### config.mk
export PLATFORM = sky130hd
export DESIGN_NAME = route_xbar_ctl
export DESIGN_NICKNAME = d
export VERILOG_FILES = /design/src/rtl/route_xbar_pkg.sv /design/src/rtl/rt_ctrl_select.sv /design/src/rtl/rt_bank_decode.sv /design/src/rtl/rt_port_arbiter.sv /design/src/rtl/rt_pin_dir.sv /design/src/rtl/route_xbar_ctl.sv
export SDC_FILE = /design/constraint.sdc
export NUM_CORES = 1
export LEC_CHECK = 0
export BUFFER_PORTS_ARGS = -buffer_cell sky130_fd_sc_hd__buf_2
export CORE_AREA = 3 3 40 42
export DETAILED_ROUTE_END_ITERATION = 8
export DIE_AREA = 0 0 43 45
export GPL_TIMING_DRIVEN = 0
export PLACE_DENSITY = 0.67
export SYNTH_ARGS = -nofsm -noshare
export SYNTH_HDL_FRONTEND = slang
export SYNTH_SLANG_ARGS = --single-unit
### constraint.sdc
create_clock -name vclk -period 2.7
set_input_delay 0.27 -clock vclk [all_inputs]
set_output_delay 0.27 -clock vclk [all_outputs]
set_load 0.02 [all_outputs]
### src/rtl/route_xbar_pkg.sv
package route_xbar_pkg;
  typedef enum logic {
    SRC_PINS = 1'b0,
    SRC_REG  = 1'b1
  } ctrl_src_e;

  localparam int unsigned NUM_BANKS = 2;

  // Closed-port vector for one bank: one-hot on the select when enabled
  function automatic logic [31:0] port_onehot(input logic en, input int unsigned sel);
    logic [31:0] v;
    v = '0;
    if (en) v[sel] = 1'b1;
    return v;
  endfunction
endpackage

### src/rtl/rt_ctrl_select.sv
module rt_ctrl_select #(
  parameter int unsigned CTRL_W  = 6,
  parameter int unsigned REG_LSB = 2,
  localparam int unsigned REG_W  = CTRL_W + REG_LSB
) (
  input  logic              mode_i,
  input  logic [CTRL_W-1:0] pin_i,
  input  logic [REG_W-1:0]  reg_i,
  output logic [CTRL_W-1:0] ctrl_o
);
  import route_xbar_pkg::*;

  logic unused_reg_low;
  assign unused_reg_low = ^reg_i[REG_LSB-1:0];

  always_comb begin
    unique case (ctrl_src_e'(mode_i))
      SRC_REG:  ctrl_o = reg_i[REG_W-1:REG_LSB];
      default:  ctrl_o = pin_i;
    endcase
  end
endmodule

### src/rtl/rt_bank_decode.sv
module rt_bank_decode #(
  parameter int unsigned NUM_PORTS = 4,
  localparam int unsigned SEL_W    = $clog2(NUM_PORTS)
) (
  input  logic                 en_i,
  input  logic [SEL_W-1:0]     sel_i,
  output logic [NUM_PORTS-1:0] req_o
);
  import route_xbar_pkg::*;

  logic [31:0] full;
  logic unused_hi;

  assign full      = port_onehot(en_i, int'(sel_i));
  assign req_o     = full[NUM_PORTS-1:0];
  assign unused_hi = ^full;
endmodule

### src/rtl/rt_port_arbiter.sv
module rt_port_arbiter #(
  parameter int unsigned NUM_PORTS = 4
) (
  input  logic [NUM_PORTS-1:0] a_req_i,
  input  logic [NUM_PORTS-1:0] b_req_i,
  output logic [NUM_PORTS-1:0] a_conn_o,
  output logic [NUM_PORTS-1:0] b_conn_o,
  output logic                 clash_o
);
  // Bank A has fixed precedence on a shared port
  assign a_conn_o = a_req_i;
  assign b_conn_o = b_req_i & ~a_req_i;
  assign clash_o  = |(a_req_i & b_req_i);
endmodule

### src/rtl/rt_pin_dir.sv
module rt_pin_dir #(
  parameter int unsigned PIN_W    = 6,
  parameter int unsigned OUT_PINS = 4
) (
  input  logic             mode_i,
  output logic [PIN_W-1:0] oe_o
);
  import route_xbar_pkg::*;

  for (genvar p = 0; p < PIN_W; p++) begin : g_pin
    if (p < OUT_PINS) begin : g_shared
      assign oe_o[p] = (ctrl_src_e'(mode_i) == SRC_REG);
    end else begin : g_released
      assign oe_o[p] = 1'b0;
    end
  end
endmodule

### src/rtl/route_xbar_ctl.sv
module route_xbar_ctl #(
  parameter int unsigned NUM_PORTS = 4,
  parameter int unsigned REG_LSB   = 2,
  parameter int unsigned OUT_PINS  = 4,
  localparam int unsigned SEL_W    = $clog2(NUM_PORTS),
  localparam int unsigned BANK_W   = SEL_W + 1,
  localparam int unsigned CTRL_W   = route_xbar_pkg::NUM_BANKS * BANK_W,
  localparam int unsigned REG_W    = CTRL_W + REG_LSB
) (
  input  logic                 mode_i,
  input  logic [CTRL_W-1:0]    ctrl_pin_i,
  input  logic [REG_W-1:0]     ctrl_reg_i,
  output logic [NUM_PORTS-1:0] a_conn_o,
  output logic [NUM_PORTS-1:0] b_conn_o,
  output logic                 a_hiz_o,
  output logic                 b_hiz_o,
  output logic [CTRL_W-1:0]    pin_oe_o
);
  import route_xbar_pkg::*;

  // Named internal events, brought out for the checker
  logic [CTRL_W-1:0]    ctrl_sel;
  logic [NUM_PORTS-1:0] bank_req [NUM_BANKS];
  logic                 b_overruled;

  rt_ctrl_select #(.CTRL_W(CTRL_W), .REG_LSB(REG_LSB)) u_src (
    .mode_i (mode_i),
    .pin_i  (ctrl_pin_i),
    .reg_i  (ctrl_reg_i),
    .ctrl_o (ctrl_sel)
  );

  // Bank 0 is A, bank 1 is B; each slice is {enable, select}
  for (genvar b = 0; b < NUM_BANKS; b++) begin : g_bank
    rt_bank_decode #(.NUM_PORTS(NUM_PORTS)) u_dec (
      .en_i  (ctrl_sel[b*BANK_W + SEL_W]),
      .sel_i (ctrl_sel[b*BANK_W +: SEL_W]),
      .req_o (bank_req[b])
    );
  end

  rt_port_arbiter #(.NUM_PORTS(NUM_PORTS)) u_arb (
    .a_req_i  (bank_req[0]),
    .b_req_i  (bank_req[1]),
    .a_conn_o (a_conn_o),
    .b_conn_o (b_conn_o),
    .clash_o  (b_overruled)
  );

  assign a_hiz_o = ~|a_conn_o;
  assign b_hiz_o = ~|b_conn_o;

  rt_pin_dir #(.PIN_W(CTRL_W), .OUT_PINS(OUT_PINS)) u_dir (
    .mode_i (mode_i),
    .oe_o   (pin_oe_o)
  );
endmodule

==> results_dict.tcl <==
set metrics [dict create \
    status "finished clean" \
    p_sw_w 0.0000531 \
    cp_num_buf_inv 3 \
    ys_warn_count 0 \
    die_x_um 43 \
    slew_viol_final 0 \
    seqCellArea_um2 0 \
    synth.distinct_cells 27 \
    antenna_found_initial 0 \
    clkPwrFrac_pct 0 \
    p_leak_nw 0.268 \
    fmax_mhz 664 \
    hold_viol_final 0 \
    finalCritPeriodShare_pct 55.8 \
    dpl_cell_area_um2 498 \
    n_clock_buffer 0 \
    drc 0 \
    synth_area_um2 345 \
    maxCapViolations 0 \
    final_antenna_net_count 0 \
    grtUsageMet1_pct 12.9 \
    post-route-min-period_ns 1.51 \
    firstDrtPassIters 1 \
    setup_viol 0 \
    detail_route.iter0.violations 0 \
    grt_max_degree 11 \
    use_met3_pct 0.797 \
    critical_path_required_ns 2.43 \
    cp.arrival_ns 1.24 \
    gr-total-overflow 0 \
    sw_frac_of_total_pct 54.7 \
    crit_family "compound AO/OA/AOI/OAI gates" \
    design_area_um2 498 \
    ir_drop_uv 75.0 \
    combPwrFrac_pct 100.0 \
    core_um2 1280 \
    vias_per_cell 4.53 \
    critPathCaptureType "primary output" \
    die_area_um2 1940 \
    critical_path.max_fanout 10 \
    crit_chain "buf_6, buf_8, a32o_1, a211oi_1, buf_2" \
    intPower_w 0.0000441 \
    start_kind "primary input" \
    slowest_delay_ns 0.26 \
    ios 31 \
    io_buffers 26 \
    use_met2_pct 13.2 \
    ctsHoldBuffers 0 \
    diodes 0 \
    avgSynthCellArea_um2 9.09 \
    synthToLayoutAreaGrowth_pct 44.2 \
    start_util_pct 26.9 \
    min_path_type "primary input to primary output" \
    num-nets-final 82 \
    finalPower_w 0.0000972 \
    grt_pass1_wl_um 1330 \
    critical-path-slowest-cell "a32o_1" \
    p_per_area_nw_per_um2 195 \
    die_h_um 45 \
    wire_per_inst_um 11.1 \
    rsz0062_at_grt "no" \
    grt_busiest_layer "met2" \
    seq_cells 0 \
    dp_hpwl_um 762 \
    nFillCells 137 \
    wl_um 888 \
    place_congestion 0.767 \
    vias 362 \
    netlist_instances 38 \
    worstSetupPathType "primary input to primary output" \
    cts_setup_buffers 0 \
    p_seq_share_pct 0 \
    drive_gt1_share_pct 69.2 \
    final_common_cell "buf_2" \
    synth_seq_area_share_pct 0 \
    multi_input_area_um2 270 \
    cts_resized 0 \
    track_usage_pct 8.30 \
    grt_pass1_vias 336 \
    tns_ns 0 \
    rows 13 \
    final_cell_mix "26 x buf_2, 6 x buf_4, 5 x nor2_1" \
]
path summary, 6_finish.rpt:
kind  slack, ns  startpoint           to  cells past startpoint
min        0.76      mode_i  pin_oe_o[3]                      2
max        1.19      mode_i  b_conn_o[2]                      5
routing by layer:
layer | up-vias | wire length [um]
li1 | 191 | -
met1 | 149 | 443
met2 | 22 | 343
met3 | 0 | 102
met4 | 0 | 0
met5 | - | 0
per-stage QoR:
step,hold WS (ns),cells,utilization (%),setup WS [ns]
4_1_cts,0.760,80,38.8,1.18
3_3_place_gp,0.759,80,38.8,1.19
5_1_grt,0.761,80,38.8,1.15
3_5_place_dp,0.759,80,38.8,1.19
6_report,0.759,80,38.8,1.19
2_1_floorplan,0.653,39,-,1.06
final cells by class:
cell class / instances / area share (%)
Tap cell: 15 / 3.77
Multi-Input combinational cell: 29 / 54.3
Inverter: 2 / 1.51
Buffer: 8 / 14.3
Timing Repair Buffer: 26 / 26.1
cells in the mapped netlist:
library cell,number,area [um2]
buf_4,6,45.0
nor2_1,5,18.8
inv_1,2,7.51
mux2i_1,2,20.0
a211oi_1,1,7.51
a211oi_2,1,12.5
a21oi_1,1,5.00
a21oi_2,1,8.76
a32o_1,1,10.0
a32oi_1,1,8.76
a32oi_2,1,16.3
and3_4,1,11.3
and3b_1,1,8.76
buf_6,1,11.3
buf_8,1,15.0
conb_1,1,3.75
mux2_2,1,11.3
mux2_4,1,15.0
mux2i_2,1,13.8
mux2i_4,1,22.5
nand3_1,1,5.00
nand3b_4,1,20.0
nor3_1,1,5.00
nor3_2,1,10.0
o211ai_2,1,12.5
o221a_1,1,11.3
xnor2_1,1,8.76
power by group through the flow:
stage	Combinational [W]	Sequential [W]	Clock, W
after floorplan	0.0000671	0	0
after global placement	0.0000962	0	0
after detailed placement	0.0000975	0	0
after CTS	0.0000978	0	0
after global routing	0.000104	0	0
final	0.0000972	0	0
kinds of logic (layout without fill, tap and decap cells):
logic type / Yosys count / count (layout) / share of synthesized area (%)
compound gates: 9 / 9 / 26.8
xor+xnor: 1 / 1 / 2.54
buf+inv: 10 / 36 / 22.8
simple gates: 11 / 11 / 22.8
other cells: 1 / 2 / 1.09
mux: 6 / 6 / 23.9
Note: power is estimated with default switching activity, not from simulation.
